### config.mk
export PLATFORM = sky130hd
export DESIGN_NAME = bist_lfsr_misr
export DESIGN_NICKNAME = d
export VERILOG_FILES = /design/src/rtl/bist_pkg.sv /design/src/rtl/bist_prbs_gen.sv /design/src/rtl/bist_sig_comp.sv /design/src/rtl/bist_lfsr_misr.sv
export SDC_FILE = /design/constraint.sdc
export NUM_CORES = 1
export LEC_CHECK = 0
export ABC_CLOCK_PERIOD_IN_PS = 3900
export BUFFER_PORTS_ARGS = -buffer_cell sky130_fd_sc_hd__buf_4
export CORE_AREA = 2 2 39 41
export CTS_CLUSTER_SIZE = 24
export DETAILED_ROUTE_END_ITERATION = 12
export DIE_AREA = 0 0 41 43
export SYNTH_ARGS = -nofsm -noshare
export SYNTH_HDL_FRONTEND = slang
export SYNTH_SLANG_ARGS = --single-unit
### constraint.sdc
create_clock -name clk -period 3.9 [get_ports clk]
set_clock_uncertainty 0.2 [all_clocks]
set_input_delay 0.78 -clock clk [delete_from_list [all_inputs] [get_ports clk]]
set_output_delay 0.78 -clock clk [all_outputs]
set_load 0.1 [all_outputs]
### src/rtl/bist_pkg.sv
package bist_pkg;

  typedef enum logic {
    CMP_PARALLEL = 1'b0,
    CMP_SERIAL   = 1'b1
  } cmp_mode_e;

  // Feedback tap shared by generator and compressor: both end stages.
  function automatic logic end_tap(input logic msb, input logic lsb);
    return msb ^ lsb;
  endfunction

endpackage

### src/rtl/bist_prbs_gen.sv
module bist_prbs_gen
  import bist_pkg::*;
#(
  parameter int W = 4
) (
  input  logic         clk,
  input  logic         seed_i,
  input  logic         run_i,
  output logic [W-1:0] vec_o,
  output logic         fbit_o
);

  localparam logic [W-1:0] SEED   = {1'b1, {(W-1){1'b0}}};
  localparam int           PERIOD = (1 << W) - 1;
  localparam int           CW     = $clog2(PERIOD + 1);

  logic [W-1:0] st;
  logic         fb;
  logic         step_en;

  assign fb      = end_tap(st[W-1], st[0]);
  assign step_en = run_i && !seed_i;

  always_ff @(posedge clk) begin
    if (seed_i)       st <= SEED;
    else if (run_i)   st <= {fb, st[W-1:1]};
  end

  assign vec_o  = st;
  assign fbit_o = fb;

  // Step counter kept only for the period assertion.
  logic [CW-1:0] wrap_cnt;
  always_ff @(posedge clk) begin
    if (seed_i)
      wrap_cnt <= '0;
    else if (step_en)
      wrap_cnt <= (wrap_cnt == CW'(PERIOD - 1)) ? '0 : wrap_cnt + 1'b1;
  end

  a_r1_seed_vec: assert property (@(posedge clk)
    seed_i |=> (vec_o == SEED));

  a_r5_nonzero: assert property (@(posedge clk) disable iff (seed_i)
    vec_o != '0);

  a_r6_vec_hold: assert property (@(posedge clk) disable iff (seed_i)
    !run_i |=> $stable(vec_o));

  a_r4_period: assert property (@(posedge clk) disable iff (seed_i)
    (step_en && wrap_cnt == CW'(PERIOD - 1)) |=> (vec_o == SEED));

  a_r2_shift_low: assert property (@(posedge clk) disable iff (seed_i)
    step_en |=> (vec_o[W-2:0] == $past(vec_o[W-1:1])));

endmodule

### src/rtl/bist_sig_comp.sv
module bist_sig_comp
  import bist_pkg::*;
#(
  parameter int W = 4
) (
  input  logic         clk,
  input  logic         seed_i,
  input  logic         run_i,
  input  cmp_mode_e    mode_i,
  input  logic [W-1:0] resp_i,
  output logic [W-1:0] sig_o
);

  logic [W-1:0] sig_q;
  logic [W-1:0] sig_nxt;
  logic [W-1:0] fold_bit;
  logic [W-1:0] shift_in;
  logic         step_en;

  assign step_en = run_i && !seed_i;

  for (genvar i = 0; i < W; i++) begin : g_stage
    if (i == W - 1) begin : g_head
      assign shift_in[i] = end_tap(sig_q[W-1], sig_q[0]);
      assign fold_bit[i] = (mode_i == CMP_SERIAL) ? resp_i[0] : resp_i[i];
    end else begin : g_body
      assign shift_in[i] = sig_q[i+1];
      assign fold_bit[i] = (mode_i == CMP_SERIAL) ? 1'b0 : resp_i[i];
    end
    assign sig_nxt[i] = shift_in[i] ^ fold_bit[i];
  end

  always_ff @(posedge clk) begin
    if (seed_i)      sig_q <= '0;
    else if (run_i)  sig_q <= sig_nxt;
  end

  assign sig_o = sig_q;

  a_r1_sig_clear: assert property (@(posedge clk)
    seed_i |=> (sig_o == '0));

  a_r6_sig_hold: assert property (@(posedge clk) disable iff (seed_i)
    !run_i |=> $stable(sig_o));

  a_r8_serial_shift: assert property (@(posedge clk) disable iff (seed_i)
    (step_en && mode_i == CMP_SERIAL) |=> (sig_o[W-2:0] == $past(sig_o[W-1:1])));

endmodule

### src/rtl/bist_lfsr_misr.sv
module bist_lfsr_misr
  import bist_pkg::*;
#(
  parameter int W = 4
) (
  input  logic         clk,
  input  logic         seed_i,
  input  logic         run_i,
  input  logic         mode_i,
  input  logic [W-1:0] resp_i,
  output logic [W-1:0] vec_o,
  output logic         fbit_o,
  output logic [W-1:0] sig_o
);

  cmp_mode_e cmp_mode;
  assign cmp_mode = cmp_mode_e'(mode_i);

  bist_prbs_gen #(.W(W)) u_gen (
    .clk    (clk),
    .seed_i (seed_i),
    .run_i  (run_i),
    .vec_o  (vec_o),
    .fbit_o (fbit_o)
  );

  bist_sig_comp #(.W(W)) u_comp (
    .clk    (clk),
    .seed_i (seed_i),
    .run_i  (run_i),
    .mode_i (cmp_mode),
    .resp_i (resp_i),
    .sig_o  (sig_o)
  );

  always_comb begin
    a_r3_fbit: assert (fbit_o == (vec_o[W-1] ^ vec_o[0]));
  end

endmodule

---- Word level (Yosys, flattened, before mapping) ----
Cells that the tools add are included.
Widths: inputs -> output; s select.
word-level totals
  register bits ........................... 8
  input bits .............................. 8
cells by class
  muxes and demuxes ....................... 4
  bitwise gates (word level) .............. 6
operators by type and width
  cell         count
  $xor 1x1->1  6
  $mux 1       4

---- Depth between registers and ports, before layout ----
Gate-level depths: netlist (run 1).
  depth in word-level cells ............... 2
  gate-level depth with buffers ........... 3

---- Hierarchy ----
Synthesis (run 1) repeated with hierarchy kept, for this count alone.
second synthesis, totals
  cells, all modules ...................... 39
  area, all modules ....................... 380.4 sq um
by module, submodules not included
  module         instances  cells an instance  area each (sq um)
  bist_sig_comp  1          24                 222.7
  bist_prbs_gen  1          15                 157.7

---- Worst setup path before layout (run 1) ----
OpenSTA, ideal clock, no wires.
  kind .................................... reg-to-output
  from .................................... reg u_gen.st[3] (netlist: u_gen.vec_o[3])
  to ...................................... out fbit_o
  data arrival time ....................... 2.486 ns
  path slack .............................. 0.434 ns
  cell stages (with the launch flop) ...... 2
  path through ............................ dfxtp_1 -> xor2_1
on the way
  cells in the longest elaborated chain, start to end .. 1
ends and longest elaborated chain
  element                 RTL line              source
  from (decl)             bist_prbs_gen.sv:17   logic [W-1:0] st;
  from (signal assigned)  bist_prbs_gen.sv:26   else if (run_i) st <= {fb, st[W-1:1]};
  $xor 1x1->1             bist_pkg.sv:10        return msb ^ lsb;
  to (decl)               bist_lfsr_misr.sv:12  output logic fbit_o,
Every way passes these cells.

---- Worst setup path in the final report (run 1) ----
Same ends and word-level chain as after synthesis.

==> results of run 1 <==
==> cell usage after synthesis, drive strengths merged <==
library cell	number
and3	1
nor2b	1
a211oi	3
xor2	1
buf	2
a21oi	1
dfxtp	8
mux2i	5
nand2	1
nand2b	1
and2b	3
o21bai	1
mux2	1
xnor2	3
nor2	7
==> worst reg2reg max path, delay by kind of cell (launching register included) <==
family | cells | cell delay [ns]
multiplexers | 2 | 0.46
flip-flops | 1 | 0.33
AND/OR/NAND/NOR | 1 | 0.15
==> registers in the layout (all words and copies together), names as in the netlist <==
name	cells
u_comp.sig_o	4
u_gen.vec_o	4
==> logic make-up after synthesis <==
kind of cell	after synthesis
AND/OR/NAND/NOR	14
flip-flops	8
multiplexers	6
AO/OA/AOI/OAI	5
XOR/XNOR	4
buffers and inverters	2
==> stage by stage <==
| step | hold WS, ns | setup slack (ns) | utilization |
|---|---|---|---|
| final | 0.3163 | 1.810 | 0.3825 |
| after global routing | 0.3386 | 1.742 | 0.3825 |
| after CTS | 0.3195 | 1.796 | 0.3825 |
| after detailed placement | 0.3119 | 1.931 | 0.3662 |
| after global placement | 0.3047 | 1.962 | 0.3662 |
| after floorplan | 0.7385 | 0.4338 | - |
==> metal layers <==
metal / routed length (um) / global-route usage / vias up
met4: 7 / 0.08000 / 0
met3: 42 / 0.06283 / 2
met1: 332 / 0.1230 / 147
met2: 337 / 0.1250 / 11
met5: 0 / 0 / -
li1: - / - / 167
==> layout make-up <==
type	count	area, sq um	area share
tap	16	20.02	0.03783
sequential	8	160.2	0.3026
timing repair buffer	16	120.1	0.2269
clock buffer	3	22.52	0.04255
multi-input combinational	29	206.4	0.3901
==> worst max-delay path by stage <==
stage	end	slack [ns]	depth (start not counted)
CTS	fbit_o	1.80	2
global route	fbit_o	1.74	2
floorplan	fbit_o	0.43	1
global placement	u_comp.sig_o[3]	1.96	4
detailed placement	u_comp.sig_o[3]	1.93	4
finish	fbit_o	1.81	2
==> report_power, final <==
part	internal [mW]	switching, mW
Sequential	0.0875	0.00539
Clock	0.0352	0.0278
Combinational	0.0226	0.0554
Total	0.145	0.0886
==> metrics.md, run 1 <==
| Metric | Value |
|---|---|
| Number of endpoints failing setup at the final stage | `0` |
| Fillers | `around 150` |
| Maximum net fanout on the critical path | `5` |
| Critical Path Max Stage Delay | `about 0.4 ns` |
| Final-report hold violation count | `0` |
| First-pass iteration count of the detailed router | `4` |
| Total setup buffers inserted after CTS | `0` |
| Clock Sinks | `8` |
| Final min period | `roughly 2.1 ns` |
| Count of pins over their slew limit | `0` |
| Syn nets | `between 40 and 50` |
| Fin cells | `72` |
| Number of standard-cell rows in the floorplan | `14` |
| Dominant combinational cell family by area after synthesis | `simple AND/OR/NAND/NOR gates` |
| H-tree depth reported by CTS | `1` |
| Core area | `between 0.001 and 0.0015 sq mm` |
| Flip-flop and latch count after synthesis | `8` |
| Total number of vias | `~330` |
| Top post-synthesis cells by area | `dfxtp_1 43%, mux2i_1 13%, nor2_1 7.0%` |
| Setup tns final | `0 ns` |
| I/O pin total | `17` |
| Post-cts gate resize count | `0` |
| DRC violation count after routing | `0` |
| Antenna Violating Nets Remaining | `0` |
| Placed cell areas | `506.7 sq um` |
| RR Endpoint | `u_comp.sig_o[3]` |
| Dominant cell type by area after synthesis | `dfxtp_1` |
| Family of cells with the greatest summed delay on the critical path | `flip-flops` |
| # Max-Cap Violations | `0` |
| Placed instance count | `slightly below 70` |
| Unrepaired setup endpoints after global routing | `false` |
| Register-to-register setup slack | `~2.7 ns` |
| Tightest Pin Transition | `between 0.2 and 0.3 ns` |
| Worst hold stages | `2` |
| Total overflow reported by the global router | `0` |
| Startpoint of the worst register-to-register path | `u_comp.sig_o[0]` |
| Mean Syn Cell Area | `9.625 sq um` |
| Root buffer cell | `clkbuf_4` |
| Critical path capture point type | `primary output` |
| Largest net degree at the start of global routing | `14` |
| Peak VDD IR | `152.2 uV` |
| Netlist Area Pre-Place | `375.4 sq um` |
| Layout overhead on the synthesized area | `41.00%` |
| Required time of the critical path | `roughly 2.9 ns` |
| Final critical-path share of the clock period | `0.5358` |
| Critical-path cell list | `xor2_1 -> buf_4` |
| Via count of the first global-routing pass | `264` |
| Final Wtd Congestion | `approximately 0.63` |
| Run status | `complete, no violations` |
| Die height | `43 um` |
| Ant diodes | `0` |
| Compound-gate portion of the synthesized area | `0.09333` |
| Total routing usage reported by global routing | `0.1026` |
| Design area | `529.3 sq um` |
| Proportion of synthesized area in mux cells | `0.1633` |
| Library cell contributing the largest single delay on the critical path | `dfxtp_1` |
| Inserted Clock Buffers | `3` |
| Number of buffers and inverters on the critical path | `1` |
| TritonCTS clock tree | `built` |
| Post-synthesis share of cell area spent on xor and xnor gates | `0.09333` |
| Part of the Yosys area used for sequential elements | `0.4267` |
| Clock latency at the later pin of the worst-skew pair | `~0.25 ns` |
| Nets | `66` |
| Number of different library cells in the post-synthesis netlist | `16` |
| Most frequent standard cell in the layout excluding fill and tap cells | `buf_4` |
| Worst Setup Start Kind | `flip-flop` |
| Die outline area | `~0.0018 sq mm` |
| Share of post-route cells with drive strength above 1 | `0.3929` |
| Post-DR vias/cell | `4.542` |
| Worst hold path type | `reg -> reg` |
| Antenna violations before repair | `0` |
| Post-Synth Simple-Gate Area | `0.2000` |
| Wire length after detailed routing | `~700 um` |
| Hold Startpoint | `u_comp.sig_o[2]` |
| Static leakage power | `0.2512 nW` |
| Data arrival time at the worst-slack endpoint | `1.11 ns` |
| I/O Buffers | `16` |
| Relative slew slack | `0.8165` |
| Gate Count Post-Synth | `39` |
| Total of hold buffers inserted after clock tree synthesis | `0` |
| Worst Setup Path Type | `reg -> out` |
| Pwr/cell area | `~440 mW/mm^2` |
| Ys Warns | `0` |
| Reg2reg path depth | `3` |
| Starting density of the core | `0.2712` |
| Horiz. Die Dim | `approximately 41 um` |
| Post-CTS clock slew at the launch and capture registers of the worst setup and hold paths | `roughly 0.06 ns` |
| Launching instance or port of the critical path | `u_gen.vec_o[3]` |
| Maximum clock frequency | `approximately 0.48 GHz` |
| Initial DRC count | `15` |
| Area share of the largest cell type after synthesis | `0.4267` |
| Leading cell types in the layout, fill and taps excluded | `16 x buf_4, 8 x dfxtp_1, 7 x nor2_1` |
| Adder-cell share of the synthesized area | `0` |
| Worst hold endpoint | `u_comp.sig_o[2]` |
| Total Power Consumption | `0.2339 mW` |
| Per-cell routed wire length | `~10 um` |
| First-pass GRT wire length | `between 1000 and 1500 um` |
| CTS Buffer Depth | `2` |
(Power assumes the default switching activity.)
==> run 2, diff against run 1 <==
ABC_CLOCK_PERIOD_IN_PS = 1900   (was 3900)
clock period = 1.9 ns   (was 3.9 ns; I/O delays follow)
==> metrics.md, run 2 (synthesis gave the netlist of run 1 again) <==
| Metric | Value |
|---|---|
| First-pass iteration count of the detailed router | `4 (unchanged)` |
| Peak VDD IR | `295.6 uV (was 152.2 uV)` |
| Die outline area | `0.001763 sq mm (unchanged)` |
| Worst Setup Start Kind | `flip-flop (unchanged)` |
| Total setup buffers inserted after CTS | `0 (unchanged)` |
| Antenna violations before repair | `0 (unchanged)` |
| Placed cell areas | `530.5 sq um (was 506.7 sq um)` |
| First-pass GRT wire length | `1186 um (was 1124 um)` |
| Total number of vias | `320 (was 327)` |
| Maximum net fanout on the critical path | `5 (unchanged)` |
| Antenna Violating Nets Remaining | `0 (unchanged)` |
| Count of pins over their slew limit | `0 (unchanged)` |
| Unrepaired setup endpoints after global routing | `false (unchanged)` |
| Final critical-path share of the clock period | `0.8807` |
| Layout overhead on the synthesized area | `48.33% (was 41.00%)` |
| Per-cell routed wire length | `9.247 um (was 9.986 um)` |
| Worst hold path type | `in -> reg (was reg -> reg)` |
| Clock Sinks | `8 (unchanged)` |
| Run status | `complete, no violations (unchanged)` |
| Critical path capture point type | `primary output (unchanged)` |
| Fillers | `145 (was 154)` |
| Static leakage power | `0.2580 nW (was 0.2512 nW)` |
| Tightest Pin Transition | `0.2778 ns (was 0.2775 ns)` |
| Leading cell types in the layout, fill and taps excluded | `16 x buf_4, 7 x nor2_1, 6 x dfxtp_1 (was 16 x buf_4, 8 x dfxtp_1, 7 x nor2_1)` |
| Sequential cell area | `165.2 sq um (was 160.2 sq um)` |
| Relative slew slack | `0.8163 (was 0.8165)` |
| Share of post-route cells with drive strength above 1 | `0.4386 (was 0.3929)` |
| Largest net degree at the start of global routing | `14 (unchanged)` |
| Pwr/cell area | `877.3 mW/mm^2 (was 442.0 mW/mm^2)` |
| Required time of the critical path | `1.32 ns (was 2.92 ns)` |
| Final min period | `1.673 ns` |
| Data arrival time at the worst-slack endpoint | `1.09 ns (was 1.11 ns)` |
| Worst Setup Path Type | `reg -> out (unchanged)` |
| Initial DRC count | `4 (was 15)` |
| Nets | `66 (unchanged)` |
| CTS Buffer Depth | `2 (unchanged)` |
| Root buffer cell | `clkbuf_4 (unchanged)` |
| Clock latency at the later pin of the worst-skew pair | `0.25 ns (about the same)` |
| Wire length after detailed routing | `675 um (was 719 um)` |
| Core area | `0.001384 sq mm (unchanged)` |
| Post-CTS clock slew at the launch and capture registers of the worst setup and hold paths | `0.06 ns (about the same)` |
| Inserted Clock Buffers | `3 (unchanged)` |
| Number of endpoints failing setup at the final stage | `0 (unchanged)` |
| H-tree depth reported by CTS | `1 (unchanged)` |
| Design area | `556.8 sq um (was 529.3 sq um)` |
| Total overflow reported by the global router | `0 (unchanged)` |
| Ant diodes | `0 (unchanged)` |
| Number of standard-cell rows in the floorplan | `14 (unchanged)` |
| I/O Buffers | `16 (unchanged)` |
| DRC violation count after routing | `0 (unchanged)` |
| Total routing usage reported by global routing | `0.1029 (was 0.1026)` |
| Final-report hold violation count | `0 (unchanged)` |
| TritonCTS clock tree | `built (unchanged)` |
| Maximum clock frequency | `about 0.60 GHz` |
| Horiz. Die Dim | `41 um (unchanged)` |
| Area of the multi-input gates | `225.2 sq um (was 206.4 sq um)` |
| Starting density of the core | `0.2712 (unchanged)` |
| Total Power Consumption | `0.4885 mW (was 0.2339 mW)` |
| Die height | `43 um (unchanged)` |
| Most frequent standard cell in the layout excluding fill and tap cells | `buf_4 (unchanged)` |
| Via count of the first global-routing pass | `311 (was 264)` |
| Setup tns final | `0 ns (unchanged)` |
| Post-cts gate resize count | `0 (unchanged)` |
| # Max-Cap Violations | `0 (unchanged)` |
| Total of hold buffers inserted after clock tree synthesis | `0 (unchanged)` |
| Final Wtd Congestion | `0.6226 (was 0.6316)` |
| Hold Worst Slack | `0.1516 ns (was 0.3163 ns)` |
| I/O pin total | `17 (unchanged)` |
| Post-DR vias/cell | `4.384 (was 4.542)` |
-- run 2: changes by cell type in the layout (fill, tap and decap cells not counted) --
| cell | delta |
|---|---|
| xor2_4 | +1 |
| xor2_1 | -1 |
| dfxtp_4 | +1 |
| dfxtp_1 | -2 |
| clkbuf_1 | +1 |
| dfxtp_2 | +1 |
-- run 2: final cells by class --
type,count,area share
Tap cell,16,0.03596
Sequential cell,8,0.2966
Clock buffer,4,0.04719
Timing Repair Buffer,16,0.2157
Multi-Input combinational cell,29,0.4045
-- run 2: stage by stage --
stage / instances / utilization / setup slack [ns]
floorplan: 39 / - / 0.004676
global placement: 69 / 0.3834 / 0.3502
detailed placement: 69 / 0.3834 / 0.3304
CTS: 73 / 0.4024 / 0.2036
global route: 73 / 0.4024 / 0.1704
finish: 73 / 0.4024 / 0.2266
-- run 2: path summary, 6_finish.rpt --
| kind | slack (ns) | to | depth (start not counted) | start |
|---|---|---|---|---|
| worst max register to register | 0.64 | u_comp.sig_o[3] | 3 | u_comp.sig_o[0] |
| worst min register to register | 0.31 | u_comp.sig_o[2] | 2 | u_comp.sig_o[2] |
| worst min-delay path | 0.15 | u_gen.vec_o[0] | 2 | seed_i |
| worst max-delay path | 0.23 | fbit_o | 2 | u_gen.vec_o[3] |
-- run 2: where the power goes --
| group | leakage [nW] | internal [mW] | switching [mW] |
|---|---|---|---|
| Combinational | 0.177 | 0.0474 | 0.114 |
| Clock | 0.0150 | 0.0803 | 0.0567 |
| Sequential | 0.0662 | 0.179 | 0.0116 |
| Total | 0.258 | 0.306 | 0.182 |
-- run 2: per-layer routing --
layer / share of wire / GRT usage / vias up
met1: 0.45 / 0.1144 / 137
met5: 0 / 0 / -
met3: 0.098 / 0.03141 / 2
li1: - / - / 166
met2: 0.44 / 0.1531 / 15
met4: 0.0089 / 0.08000 / 0
-- run 2: worst max-delay path, stage by stage (launching register included) --
cell and delay, ns:
dfxtp_2 0.40, xor2_4 0.14, buf_4 0.30
